<file path="src/rtl/sym5_pkg.sv">
package sym5_pkg;

    localparam int NIB_W = 4;
    localparam int CG_W  = 5;

    localparam logic [CG_W-1:0] CG_I = 5'b11111;
    localparam logic [CG_W-1:0] CG_J = 5'b11000;
    localparam logic [CG_W-1:0] CG_K = 5'b10001;
    localparam logic [CG_W-1:0] CG_T = 5'b01101;
    localparam logic [CG_W-1:0] CG_R = 5'b00111;
    localparam logic [CG_W-1:0] CG_H = 5'b00100;

    typedef enum logic [2:0] {
        ST_IDLE,
        ST_SSD_K,
        ST_DATA,
        ST_ESD_T,
        ST_ESD_R
    } seq_state_e;

    typedef enum logic [2:0] {
        SEL_I,
        SEL_J,
        SEL_K,
        SEL_D,
        SEL_H,
        SEL_T,
        SEL_R
    } sym_sel_e;

    typedef struct packed {
        logic              en;
        logic              er;
        logic [NIB_W-1:0]  nib;
    } tx_in_t;

    function automatic logic [CG_W-1:0] nib_to_cg(input logic [NIB_W-1:0] n);
        logic [CG_W-1:0] c;
        case (n)
            4'h0: c = 5'b11110;
            4'h1: c = 5'b01001;
            4'h2: c = 5'b10100;
            4'h3: c = 5'b10101;
            4'h4: c = 5'b01010;
            4'h5: c = 5'b01011;
            4'h6: c = 5'b01110;
            4'h7: c = 5'b01111;
            4'h8: c = 5'b10010;
            4'h9: c = 5'b10011;
            4'hA: c = 5'b10110;
            4'hB: c = 5'b10111;
            4'hC: c = 5'b11010;
            4'hD: c = 5'b11011;
            4'hE: c = 5'b11100;
            default: c = 5'b11101;
        endcase
        return c;
    endfunction

endpackage

</file>
<file path="src/rtl/sym5_nib_map.sv">
module sym5_nib_map
    import sym5_pkg::*;
(
    input  logic [NIB_W-1:0] nib_i,
    output logic [CG_W-1:0]  cg_o
);
    always_comb begin
        cg_o = nib_to_cg(nib_i);
    end
endmodule

</file>
<file path="src/rtl/sym5_tx_seq.sv">
module sym5_tx_seq
    import sym5_pkg::*;
(
    input  logic     clk,
    input  logic     rst,
    input  tx_in_t   in_i,
    output sym_sel_e sel_o
);
    seq_state_e st_q, st_d;

    always_comb begin
        st_d  = st_q;
        sel_o = SEL_I;
        case (st_q)
            ST_IDLE: begin
                if (in_i.en) begin
                    sel_o = SEL_J;
                    st_d  = ST_SSD_K;
                end
            end
            ST_SSD_K: begin
                sel_o = SEL_K;
                st_d  = in_i.en ? ST_DATA : ST_ESD_T;
            end
            ST_DATA: begin
                if (!in_i.en) begin
                    sel_o = SEL_T;
                    st_d  = ST_ESD_R;
                end else if (in_i.er) begin
                    sel_o = SEL_H;
                end else begin
                    sel_o = SEL_D;
                end
            end
            ST_ESD_T: begin
                sel_o = SEL_T;
                st_d  = ST_ESD_R;
            end
            ST_ESD_R: begin
                sel_o = SEL_R;
                st_d  = ST_IDLE;
            end
            default: begin
                sel_o = SEL_I;
                st_d  = ST_IDLE;
            end
        endcase
    end

    always_ff @(posedge clk) begin
        if (rst) st_q <= ST_IDLE;
        else     st_q <= st_d;
    end
endmodule

</file>
<file path="src/rtl/sym5_tx_encoder.sv">
module sym5_tx_encoder
    import sym5_pkg::*;
(
    input  logic             clk,
    input  logic             rst,
    input  logic             tx_en,
    input  logic             tx_er,
    input  logic [NIB_W-1:0] txd,
    output logic [CG_W-1:0]  code_o,
    output logic             code_vld_o
);
    tx_in_t          in_s;
    sym_sel_e        sel;
    logic [CG_W-1:0] data_cg;
    logic [CG_W-1:0] cg_d;

    assign in_s = '{en: tx_en, er: tx_er, nib: txd};

    sym5_nib_map u_map (
        .nib_i (in_s.nib),
        .cg_o  (data_cg)
    );

    sym5_tx_seq u_seq (
        .clk   (clk),
        .rst   (rst),
        .in_i  (in_s),
        .sel_o (sel)
    );

    always_comb begin
        case (sel)
            SEL_J:   cg_d = CG_J;
            SEL_K:   cg_d = CG_K;
            SEL_D:   cg_d = data_cg;
            SEL_H:   cg_d = CG_H;
            SEL_T:   cg_d = CG_T;
            SEL_R:   cg_d = CG_R;
            default: cg_d = CG_I;
        endcase
    end

    always_ff @(posedge clk) begin
        if (rst) begin
            code_o     <= CG_I;
            code_vld_o <= 1'b0;
        end else begin
            code_o     <= cg_d;
            code_vld_o <= 1'b1;
        end
    end
endmodule

</file>
<file path="config.mk">
export PLATFORM = sky130hd
export DESIGN_NAME = sym5_tx_encoder
export DESIGN_NICKNAME = d
export VERILOG_FILES = /design/src/rtl/sym5_pkg.sv /design/src/rtl/sym5_nib_map.sv /design/src/rtl/sym5_tx_seq.sv /design/src/rtl/sym5_tx_encoder.sv
export SDC_FILE = /design/constraint.sdc
export NUM_CORES = 1
export LEC_CHECK = 0
export ABC_CLOCK_PERIOD_IN_PS = 1200
export BUFFER_PORTS_ARGS = -buffer_cell sky130_fd_sc_hd__buf_2
export CORE_AREA = 4 4 41 43
export DETAILED_ROUTE_END_ITERATION = 16
export DIE_AREA = 0 0 45 47
export MAX_ROUTING_LAYER = met4
export SLEW_MARGIN = 10
export SYNTH_ARGS = -nofsm -noshare
export SYNTH_HDL_FRONTEND = slang
export SYNTH_SLANG_ARGS = --single-unit
</file>
<file path="constraint.sdc">
create_clock -name clk -period 1.2 [get_ports clk]
set_input_delay 0.12 -clock clk [delete_from_list [all_inputs] [get_ports clk]]
set_output_delay 0.12 -clock clk [all_outputs]
set_load 0.02 [all_outputs]
</file>
; ---- Word-level counts from Yosys, hierarchy flattened
; Memory sizes are Yosys's and may differ from the RTL's.
; Cells that the tools add are included.
[totals]
register_bits = 9
mem_bits_ro = 80
inputBits = 8
elab_cells = 28
n_memories = 1
[op_classes]
n_eq_ne = 12
muxes = 10
reduce_logical = 2
[mem_list]
columns = name, words, word_bits, read_ports, rd_clocked_by_memory_dff, write_ports, line_no
row1 = (no name shown), 16, 5, 1, 0, 0, sym5_pkg.sv:39  ; case (n)
[ops]
columns = cell, n
row1 = case mux 5 bit (6 select lines), 1
row2 = case mux 3 bit (5 select lines), 1
row3 = equality test 3 x 2 -> 1 bit (second input constant), 4
row4 = equality test 3 bit (second input constant), 4
row5 = two-way mux 3 bit, 4
row6 = case mux 3 bit (4 select lines), 1
row7 = equality test 3 x 1 -> 1 bit (second input constant), 2
row8 = inequality test 2 bit (second input constant), 2
row9 = logical NOT 3 bit, 1
row10 = two-way mux 1 bit, 3
row11 = AND reduction 2 bit, 1

; ---- Depth between registers and ports, before layout
[depth]
depth_word = 5
ltp_mapped = 4
ltp_nobuf = 3

; ---- Hierarchy
; Synthesis repeated with hierarchy kept, for this count alone.
[unflattened]
cells_unflattened = 53
area_unflattened_um2 = 491.7
[modules_own_cells]
columns = module, n_inst, cells_each, area_per_inst_um2, seq_area_each_um2
row1 = sym5_tx_encoder, 1, 23, 220.2, 120.1
row2 = sym5_tx_seq, 1, 21, 206.4, 60.1
row3 = sym5_nib_map, 1, 9, 65.1, 0.0

; ---- Worst setup path after synthesis
; Ideal clock, no wire load.
[synth_timing]
path_kind = reg2reg
startpoint = register u_seq.st_q[1]
endpoint = register code_o[3]
arrival_time_ns = 0.860
t_required_ns = 1.067
path_slack_ns = 0.207
path_stages_with_launch = 5
path_cell_list = dfxtp_1 buf_4 o21a_1 nor3_2 o211ai_1
[synth_between]
elab_chain_cells = 4
[synth_rtl]
columns = element, line_no
row1 = start: declaration, sym5_tx_seq.sv:9  ; seq_state_e st_q, st_d;
row2 = start signal: assignment, sym5_tx_seq.sv:52  ; else st_q <= st_d;
row3 = "equality test 3 bit, or another cell as far along", sym5_tx_seq.sv:14  ; case (st_q)
row4 = case mux 3 bit (5 select lines) (*), sym5_tx_seq.sv:14
row5 = "equality test 3 bit, or another cell as far along", sym5_tx_encoder.sv:32  ; case (sel)
row6 = case mux 5 bit (6 select lines) (*), sym5_tx_encoder.sv:32
row7 = end signal: assignment, sym5_tx_encoder.sv:48  ; code_o <= cg_d;
row8 = end: declaration, sym5_tx_encoder.sv:9  ; output logic [CG_W-1:0] code_o,
; Every way passes the cells marked *; elsewhere a longest branch is shown, timed or not.
; A chain may end at the register's enable or synchronous reset.

; ---- Worst setup path in the final report
[layout_timing]
startpoint = register u_seq.st_q[1]
endpoint = register code_o[4]
; Same word-level chain as after synthesis.

==> results.md <==
- Run status: completed
- Data arrival time of the worst path: 1.18 ns
- Library cell used as clock root buffer: sky130_fd_sc_hd__clkbuf_4
- IR drop worst, VDD: 0.696 mV
- Number of design rule violations left after detail routing: 0
- Number of buffers inserted by hold repair at cts: 0
- Placed instance area: 512 sq um
- Share of layout cells above drive strength 1: 37.7%
- Dpl hpwl: 693 microns
- Synthesized cell area: 430 sq um
- Cell count after placement: 72
- Die height: 47 microns
- Net count of the mapped netlist: 53
- X dimension of the die: 45 microns
- Critical path required time: 1.37 ns
- Crit path time final: 1.02 ns
- Synth warn: 0
- Clock Tree Buf Depth: 2
- Total number of vias: 392
- Cell Count, Final, Fillers Out: 76
- Number of buffers added by the clock tree synthesis step: 3
- Final design instance area without fill: 539 sq um
- Multiplexer share of the synthesized area: 2.33%
- 1st-iter DRT viols: 16
- Final setup fails: 0
- Worst Setup SP: u_seq.st_q[1]
- Top achievable clock speed: 0.985 GHz
- Count of inserted antenna diode cells: 0
- Setup CP Type: register to register
- Gr ovfl total: 0
- Dominant combinational cell family by area after synthesis: simple AND/OR/NAND/NOR gates
- Post-cts sizing count: 0
- Final Hold Slack: 0.0639 ns
- Worst slew slack as a fraction of its limit: 76.5%
- Max FO, Critical Path: 7
- Sequential cell area fraction in the yosys report: 41.9%
- Endpoints failing hold: 0
- Sum of negative setup slack: 0 ns
- Remaining antenna violation count: 0
- Clock Latency Late Sink: 0.26 ns
- Wire length after detailed routing: 890 microns
- Area grow syn2layout: 25.3%
- Initial core utilization: 33.1%
- Leakage Power: 0.224 nW
- Average wire per standard cell: 11.7 microns
- Ratio of total power to cell area: 1390 nW/um^2
- RSZ-0062 raised after global routing: false
- Total chip power: 0.749 mW
- Number of antenna violations at the first check in global routing: 0
- Compound-cell area share of the yosys netlist: 19.5%
- Clk_skew: 0.00367 ns
- Arithmetic-cell share of the synthesized area counting full adders, half adders and majority gates: 0%
- Final #Nets: 70
- Min-Delay Path Class: input port to register
- Cell count after synthesis: 45
- Library cells used by synthesis: 24
- Reported max-cap violation count: 0
- Number of global-route vias before repair: 317
- Avg Synthesized Cell Area: 9.56 sq um
- Area of the die: 2120 sq um
- Final clock period utilization by the worst path: 84.6%
- Category of the worst setup path capture point: register
- Number of sinks handled by clock tree synthesis: 9
- Level count of the clock H-tree: 1
- Final slew viol count: 0
- Largest net degree at the start of global routing: 10
- Standard cell core area: 1300 sq um
- Count of state elements after synthesis: 9
- Critical path startpoint category: register
- IO Pins: 14
- Min-delay src: rst
- Count of TritonRoute iterations in the first routing pass: 4
- Final Wtd Congestion: 0.806
- Clock tree from TritonCTS: yes
- Worst slew pin tran: 0.348 ns
- GRT Overall Usage: 9.80%
- Launch point of the worst reg-to-reg path: u_seq.st_q[1]
- Clock-pin slew reported for the worst setup and hold paths after clock tree synthesis: 0.06 ns
- Number of setup buffers added after CTS: 0
- Simple-gate area share of the yosys netlist: 25.6%
- Number of port buffers: 13
- Xor/xnor cell area share of the yosys netlist: 4.07%
- Wire length of the first global-routing pass: 1.37 mm
- Detailed-route vias per instance: 5.16
- Row Count: 13
-- power breakdown --
group	switching, mW	internal, mW	leakage (nW)	total [mW]
sequential	0.0233	0.330	0.0750	0.353
clock	0.106	0.128	0.0150	0.234
combinational	0.0902	0.0720	0.134	0.162
total	0.219	0.530	0.224	0.749
-- Yosys cell counts --
cell type,instances,share of area (%)
sky130_fd_sc_hd__and3b_1,1,2.0
sky130_fd_sc_hd__buf_2,2,2.3
sky130_fd_sc_hd__buf_4,1,1.7
sky130_fd_sc_hd__dfxtp_1,9,42
sky130_fd_sc_hd__inv_1,3,2.6
sky130_fd_sc_hd__mux2i_1,1,2.3
sky130_fd_sc_hd__nand2_1,1,0.87
sky130_fd_sc_hd__nand3_1,2,2.3
sky130_fd_sc_hd__nand3b_1,1,1.7
sky130_fd_sc_hd__nor2_1,4,3.5
sky130_fd_sc_hd__nor2b_1,2,2.9
sky130_fd_sc_hd__nor2b_4,1,3.2
sky130_fd_sc_hd__nor3_1,2,2.3
sky130_fd_sc_hd__nor3_2,1,2.3
sky130_fd_sc_hd__nor4_1,2,2.9
sky130_fd_sc_hd__o2111a_1,1,2.6
sky130_fd_sc_hd__o2111ai_1,1,2.0
sky130_fd_sc_hd__o211ai_1,2,3.5
sky130_fd_sc_hd__o21a_1,2,3.5
sky130_fd_sc_hd__o311ai_0,1,2.0
sky130_fd_sc_hd__o41ai_1,1,2.0
sky130_fd_sc_hd__o41ai_2,1,3.8
sky130_fd_sc_hd__or2_2,1,1.5
sky130_fd_sc_hd__xnor2_1,2,4.1
-- layer usage --
metal  share of wire [%]  up-vias  GRT usage (%)
li1                    -      195              -
met3                 7.6        2           6.13
met2                  49       12           14.1
met4                0.45        0           5.26
met1                  43      183           10.3
met5                   0        -              -
-- kinds of logic after synthesis --
logic type,Yosys count
AOI/OAI and AO/OA,9
xor gates and xnor gates,2
buffers and inverters,6
DFF,9
muxes,1
and+or+nand+nor,18
-- critical path, stage by stage, from the launching register on --
cell                       delay, ns
sky130_fd_sc_hd__dfxtp_1        0.35
sky130_fd_sc_hd__buf_4          0.18
sky130_fd_sc_hd__o2111a_1       0.15
sky130_fd_sc_hd__o41ai_2        0.25
-- per-stage QoR --
stage	worst slack, ns	util, %
5_1_grt	0.104	41.4
2_1_floorplan	0.207	-
3_5_place_dp	0.0846	39.3
4_1_cts	0.0655	41.3
3_3_place_gp	0.0590	39.3
6_report	0.185	41.4
-- final cells by class --
cell class | instances | area, sq um
inverters | 3 | 11.3
clock buffers | 4 | 26.3
flip-flops and latches | 9 | 181
repair buffers | 15 | 80.1
fillers | 151 | 762
multi-input cells | 30 | 221
well taps | 15 | 18.8
-- worst paths after layout --
path	to	slack, ns	cells past startpoint
worst max register to register	code_o[4]	0.18	3
worst min-delay path	code_vld_o	0.06	2
worst max-delay path	code_o[4]	0.18	3
worst min register to register	u_seq.st_q[0]	0.51	1
-- state kept, by name (all words and copies together) (netlist names) --
signal	count
code_o	5
u_seq.st_q	3
code_vld_o	1
-- layout by cell type (no fill, tap or decap), types with 3 or more instances in the layout --
| master | synthesis | routed |
|---|---|---|
| sky130_fd_sc_hd__inv_1 | 3 | 3 |
| sky130_fd_sc_hd__dfxtp_1 | 9 | 8 |
| sky130_fd_sc_hd__nor2_1 | 4 | 4 |
| sky130_fd_sc_hd__buf_2 | 2 | 13 |
| sky130_fd_sc_hd__clkbuf_4 | 0 | 3 |
No activity file was read; power rests on OpenSTA's default activity.
